### src/rtl/wdt_timer.sv
module wdt_timer #(
  parameter int BASE_EXP = 16,
  parameter int RST_LEN  = 8,
  parameter int AW       = 8,
  parameter int DW       = 32,
  parameter logic [31:0] KEY = 32'h0000_0076
) (
  input  logic          clk,
  input  logic          rst_n,
  input  logic [AW-1:0] addr,
  input  logic          we,
  input  logic [DW-1:0] wdata,
  output logic [DW-1:0] rdata,
  output logic          wdt_rst
);
  localparam int CW  = BASE_EXP + 15;
  localparam int PLW = $clog2(RST_LEN + 1);
  localparam logic [AW-1:0] OFF_CTRL  = AW'(8'h00);
  localparam logic [AW-1:0] OFF_RANGE = AW'(8'h04);
  localparam logic [AW-1:0] OFF_COUNT = AW'(8'h08);
  localparam logic [AW-1:0] OFF_KICK  = AW'(8'h0C);

  logic           en;
  logic [3:0]     top, top_first;
  logic [CW-1:0]  count;
  logic [PLW-1:0] pulse;

  function automatic logic [CW-1:0] load_of(input logic [3:0] idx);
    logic [CW:0] span;
    span = ({{CW{1'b0}}, 1'b1} << (BASE_EXP + int'(idx))) - 1'b1;
    return span[CW-1:0];
  endfunction

  wire wr_ctrl  = we && (addr == OFF_CTRL);
  wire wr_range = we && (addr == OFF_RANGE);
  wire wr_kick  = we && (addr == OFF_KICK);

  wire en_set   = wr_ctrl && wdata[0] && !en;
  wire kick     = en && wr_kick && (32'(wdata) == KEY);
  wire restart  = en && wr_range;
  wire expire   = en && (count == '0) && !kick && !restart;

  logic [DW-1:0] rd_mux;
  always_comb begin
    rd_mux = '0;
    case (addr)
      OFF_CTRL:  rd_mux = DW'(en);
      OFF_RANGE: rd_mux = DW'({top_first, top});
      OFF_COUNT: rd_mux = DW'(count);
      default:   rd_mux = '0;
    endcase
  end

  always_ff @(posedge clk or negedge rst_n) begin
    if (!rst_n) begin
      en        <= 1'b0;
      top       <= '0;
      top_first <= '0;
      count     <= '1;
      pulse     <= '0;
      rdata     <= '0;
    end else begin
      rdata <= rd_mux;
      if (en_set) en <= 1'b1;
      if (wr_range) {top_first, top} <= wdata[7:0];

      if (en_set)               count <= load_of(top_first);
      else if (restart)         count <= load_of(wdata[3:0]);
      else if (kick || expire)  count <= load_of(top);
      else if (en)              count <= count - 1'b1;

      if (expire)               pulse <= PLW'(RST_LEN);
      else if (pulse != '0)     pulse <= pulse - 1'b1;
    end
  end

  assign wdt_rst = (pulse != '0);
endmodule


### config.mk
export PLATFORM = sky130hd
export DESIGN_NAME = wdt_timer
export DESIGN_NICKNAME = d
export VERILOG_FILES = /design/src/rtl/wdt_timer.sv
export SDC_FILE = /design/constraint.sdc
export NUM_CORES = 1
export LEC_CHECK = 0
export ABC_CLOCK_PERIOD_IN_PS = 4700
export BUFFER_PORTS_ARGS = -buffer_cell sky130_fd_sc_hd__buf_2
export CELL_PAD_IN_SITES_DETAIL_PLACEMENT = 0
export CELL_PAD_IN_SITES_GLOBAL_PLACEMENT = 2
export CORE_MARGIN = 10
export CORE_UTILIZATION = 37
export CTS_CLUSTER_DIAMETER = 60
export CTS_CLUSTER_SIZE = 40
export DETAILED_ROUTE_END_ITERATION = 7
export PLACE_DENSITY = 0.92
export SLEW_MARGIN = 30
export SYNTH_ARGS = -nofsm -noshare
export SYNTH_HDL_FRONTEND = slang
export SYNTH_SLANG_ARGS = --single-unit
### constraint.sdc
create_clock -name clk -period 4.7 [get_ports clk]
set_input_delay 0.47 -clock clk [delete_from_list [all_inputs] [get_ports clk]]
set_output_delay 0.47 -clock clk [all_outputs]
set_load 0.05 [all_outputs]
Word level (Yosys, flattened, before mapping)

Cells that the tools add are included.

Bits in registers: 76
Memory bits (writable): 0
Bits in read-only memories: 0
Memories: 0
Latch bits: 0

Multiplexer cells: 7
Magnitude comparators: 0
Multipliers: 0
Bitwise operators: 0
Equal/unequal tests: 4
Add/sub/neg operators: 8
Divide/modulo/power cells: 0
Shift-type cells: 3
Reductions and logical operators: 20

Operators with widths:

| cell                                                                  | number |
|---|---|
| 31-bit 2-to-1 mux                                                     | 4 |
| 31-bit by 1-bit subtractor with 31-bit output (second input constant) | 4 |
| 31-bit case mux with 3 select lines                                   | 1 |
| 1-bit by 6-bit << shifter with 31-bit output (first input constant)   | 3 |
| 32-bit by 7-bit == test with 1-bit output (second input constant)     | 1 |
| 31-bit logical NOT                                                    | 1 |
| 5-bit by 4-bit adder with 6-bit output (first input constant)         | 3 |
| 8-bit by 4-bit == test with 1-bit output (second input constant)      | 2 |
| 1-bit logical AND                                                     | 11 |
| 8-bit by 3-bit == test with 1-bit output (second input constant)      | 1 |
| 8-bit logical NOT                                                     | 1 |
| 4-bit 2-to-1 mux                                                      | 2 |
| 4-bit nonzero test                                                    | 2 |
| 4-bit by 1-bit subtractor with 4-bit output (second input constant)   | 1 |
| 1-bit logical NOT                                                     | 3 |
| 2-bit nonzero test                                                    | 1 |
| 1-bit logical OR                                                      | 1 |

Depth between registers and ports, before layout

Depth after elaboration: 11
Mapped depth: 14
Mapped depth without buffers: 11

Worst setup path after synthesis

OpenSTA, ideal clock, no wires.

Kind: input -> register
Start: input port addr[2]
End: register count[30]
Cell stages on the path: 14
Buffers on the path: 3
Slack: 1.373 ns
Arrival: 3.241 ns
Data required time: 4.614 ns
Cell sequence: clkbuf_1 nor3b_1 nand4_1 clkbuf_1 nand2_1 nor3_1 clkbuf_1 nand2_1 ha_1 and2_1 nand4_1 nor2_1 and4_1 o31ai_2

Cells in the longest elaborated chain, start to end: 11

Ends and longest elaborated chain:

| element                                  | RTL line | source |
|---|---|---|
| start, declared                          | 10       | `input logic [AW-1:0] addr,` |
| 8-bit by 4-bit == test with 1-bit output | 36       | `wire wr_kick = we && (addr == OFF_KICK);` |
| 1-bit logical AND                        | 36       |  |
| 1-bit logical AND (2 in series)          | 39       | `wire kick = en && wr_kick && (32'(wdata) == KEY);` |
| 1-bit logical NOT                        | 41       | `wire expire = en && (count == '0) && !kick && !restart;` |
| 1-bit logical AND (2 in series)          | 41       |  |
| 1-bit logical OR                         | 69       | `else if (kick \|\| expire) count <= load_of(top);` |
| 31-bit 2-to-1 mux                        | 69       |  |
| 31-bit 2-to-1 mux                        | 68       | `else if (restart) count <= load_of(wdata[3:0]);` |
| 31-bit 2-to-1 mux                        | 67       | `if (en_set) count <= load_of(top_first);` |
| end signal, assigned                     | 67       |  |
| end signal, assigned                     | 68       |  |
| end signal, assigned                     | 69       |  |
| end, declared                            | 25       | `logic [CW-1:0] count;` |

Several ways; a longest one is shown, not always the timed one.
A chain may end at the register's enable or synchronous reset.

Worst setup path in the final report

Start: input port addr[3]
End: register count[30]

The elaborated chain is that of the path after synthesis.

==> flow_summary.toml <==
[sta]
rsz0062_at_grt = "no"
worst_slew_pin_slew_ns = 0.861
layout_worst_path_cycle_share_pct = 75.9
final_worst_setup_slack_ns = 1.13
timing.final.crit_period_ns = 3.57
final_setup_fails = 0
drv_slew = 0
maxSlewHeadroom_pct = 42.1
finClkSkew_ns = 0.00985
final-hold-violation-count = 0
max_freq_ghz = 0.280
fin_worst_hold_slack_ns = 0.121
final.setup.tns_ns = 0

[yosys]
yosys_register_bits = 75
synth_enable_flop_cells = 0
syn-mean-instance-area_sq_um = 9.00
yosys_warnings = 0
synthArstFlopShare_pct = 100
syn_area_sq_um = 4580
instance_count_of_the_mapped_netlist = 509
synth_flop_cell = "dfrtp_1"
yosysSeqAreaShare_pct = 41.8
synthesized_net_count = 555
number_of_distinct_library_cell_variants_in_the_gate_level_netlist_after_synthesis = 65

[global_routing]
number_of_global_route_vias_before_repair = 4279
globalRouteTotalUtil_pct = 15.8
antenna_found_initial = 0
global_route_wire_length_before_repair_mm = 22.7
grt_overflow = 0
grt_start_max_net_pins = 76

[clock_tree]
cts_hold_buf = 0
path_clk_slew_ns = 0.06
cts.sinks = 75
post_cts_resize_count = 0
cts.root.buffer_cell = "clkbuf_16"
insertion_delay_ns = 0.34
cts_tree = "done"
htree_num_levels = 3
number_of_buffers_inserted_during_clock_tree_synthesis = 9
postCtsSetupRepairBufs = 0
clk_path_buf_depth = 2

[floorplanning]
die_w_um = 131
coreArea_sq_um = 12100
die-area_sq_um = 17200
dieHeight_um = 131
ioPinCount = 76
placement_rows = 40
floorplan.initialDensity_pct = 38.0

[layout]
antenna_diode_instance_count = 0
post-route-util_pct = 44.8
final_instance_count_excl_fillers = 746
finish.instance_area_sq_um = 5400
final_net_count = 619
final_layout_size_suffix_gt1_share_pct = 27.3
areaGrowthSynthToFinish_pct = 18.0

[drt]
vias = 4368
detail_route.first_pass.iterations = 6
viasPerCell = 5.86
route.antenna.remaining_nets = 0
average_wire_per_cell_in_the_routed_design_um = 18.6
first_iter_violations = 419
post-route-drc-count = 0
route.final.wire_length_mm = 13.9

[power_and_ir_drop]
static-leakage-power_nw = 2.31
design_power_total_mw = 2.06
worst_ir_drop_vdd_mv = 0.161
power.density_cell_area_nw_per_um2 = 382

[setup_path]
cp_max_fo = 13
crit_path_start_kind = "input port"
worstPathArrival_ns = 3.83
timing_worst_setup_path_type = "input port to register"
crit_required_ns = 4.96
crit_path_end_kind = "register"

[run_status]
status = "finished, final reports clean"

[placed_design]
hpwl_mm = 10.5
placed_cell_area_sq_um = 5110
dpl.cell_count = 730
place.port_buffers = 74
detailedPlace.worstSlack_ns = 0.885
gpl.final_weighted_congestion = 0.977

[min_path]
timing.hold.worst.class = "input port to async pin"

[job]
maxCapViolations = 0
[cell usage in the layout, fill, tap and decap left out, types with 3 or more instances in the layout]
cell	Yosys	routed
dfstp_2	31	31
xnor2_1	6	6
buf_2	3	73
nor2_1	50	50
nor2b_1	6	6
a21oi_1	25	25
nor4bb_1	3	3
and3_1	6	6
nor4_1	24	24
nand2b_1	10	10
nor3b_1	6	6
mux2_2	10	10
clkbuf_8	0	3
nand3b_1	3	3
ha_1	3	3
nor3_1	20	20
nand2_1	44	44
o22ai_1	7	7
a31oi_1	14	14
nand3_1	15	15
or3_1	7	7
inv_1	5	5
a22o_1	10	10
buf_4	1	8
clkbuf_16	0	9
and3_2	3	3
and4_1	3	3
xor2_1	6	6
o21ai_0	20	20
or4_1	5	5
a211oi_1	7	7
nand4_1	15	15
o31ai_1	3	3
dfrtp_1	44	44
and2_1	26	26
[Yosys cell counts (6+ instances only)]
cell | instances | share of area [%]
a211oi_1 | 7 | 1.1
a21oi_1 | 25 | 2.7
a22o_1 | 10 | 1.9
a31oi_1 | 14 | 1.9
and2_1 | 26 | 3.6
and3_1 | 6 | 0.82
clkbuf_1 | 25 | 2.0
dfrtp_1 | 44 | 24
dfstp_2 | 31 | 18
mux2_2 | 10 | 2.5
nand2_1 | 44 | 3.6
nand2b_1 | 10 | 1.4
nand3_1 | 15 | 1.6
nand4_1 | 15 | 2.0
nor2_1 | 50 | 4.1
nor2b_1 | 6 | 0.82
nor3_1 | 20 | 2.2
nor3b_1 | 6 | 0.98
nor4_1 | 24 | 3.3
o21ai_0 | 20 | 2.2
o22ai_1 | 7 | 0.96
or3_1 | 7 | 0.96
xnor2_1 | 6 | 1.1
xor2_1 | 6 | 1.1
[layout make-up]
class | count | area, sq um
clock buffers | 13 | 270
well taps | 168 | 210
fillers | 1187 | 6660
clock inverters | 3 | 21.3
flip-flops and latches | 75 | 1920
inverters | 5 | 18.8
repair buffers | 82 | 437
multi-input cells | 400 | 2530
[sequential cells by signal, indices dropped and copies added (netlist names)]
signal / count
rdata: 31
top: 4
count: 31
en: 1
pulse: 4
top_first: 4
[power breakdown]
group | leakage (nW) | switching (mW) | internal (mW)
Clock | 0.142 | 0.267 | 0.401
Combinational | 1.24 | 0.297 | 0.215
Sequential | 0.929 | 0.112 | 0.772
Total | 2.31 | 0.676 | 1.39
[critical path: stages]
cell	delay, ns
buf_2	0.13
nor3_1	0.60
and3_2	0.49
or3_1	0.30
a2111oi_0	0.17
nor3_1	0.51
nand4_1	0.32
nor4b_2	0.44
a31oi_1	0.15
o31ai_2	0.24
[layer usage]
metal | vias up | share of wire, % | GRT usage, %
li1 | 2035 | - | -
met1 | 2149 | 43 | 19.6
met2 | 149 | 49 | 26.1
met3 | 35 | 5.5 | 3.85
met4 | 0 | 2.4 | 5.62
met5 | - | 0 | 0
[logic make-up after synthesis]
family,count (synthesis),share of synthesized area (%)
compound gates,108,15.9
xor+xnor,12,2.30
fa+ha+maj,3,0.820
buf+inv,34,2.95
flops,75,41.8
mux,12,2.90
other cells,1,0.0819
simple gates,264,33.2
[path summary, 6_finish.rpt]
| kind | start | to | slack (ns) | depth (start not counted) |
|---|---|---|---|---|
| worst max-delay path | addr[3] | count[30] | 1.13 | 10 |
| worst min-delay path | rst_n | pulse[3] | 0.12 | 1 |
| worst min register to register | count[14] | count[14] | 0.50 | 2 |
| min in group clk | wdata[4] | top_first[0] | 0.40 | 2 |
| worst max register to register | count[12] | count[28] | 1.19 | 11 |
| max in group asynchronous | rst_n | rdata[27] | 4.09 | 1 |
No activity file was read; power rests on OpenSTA's default activity.
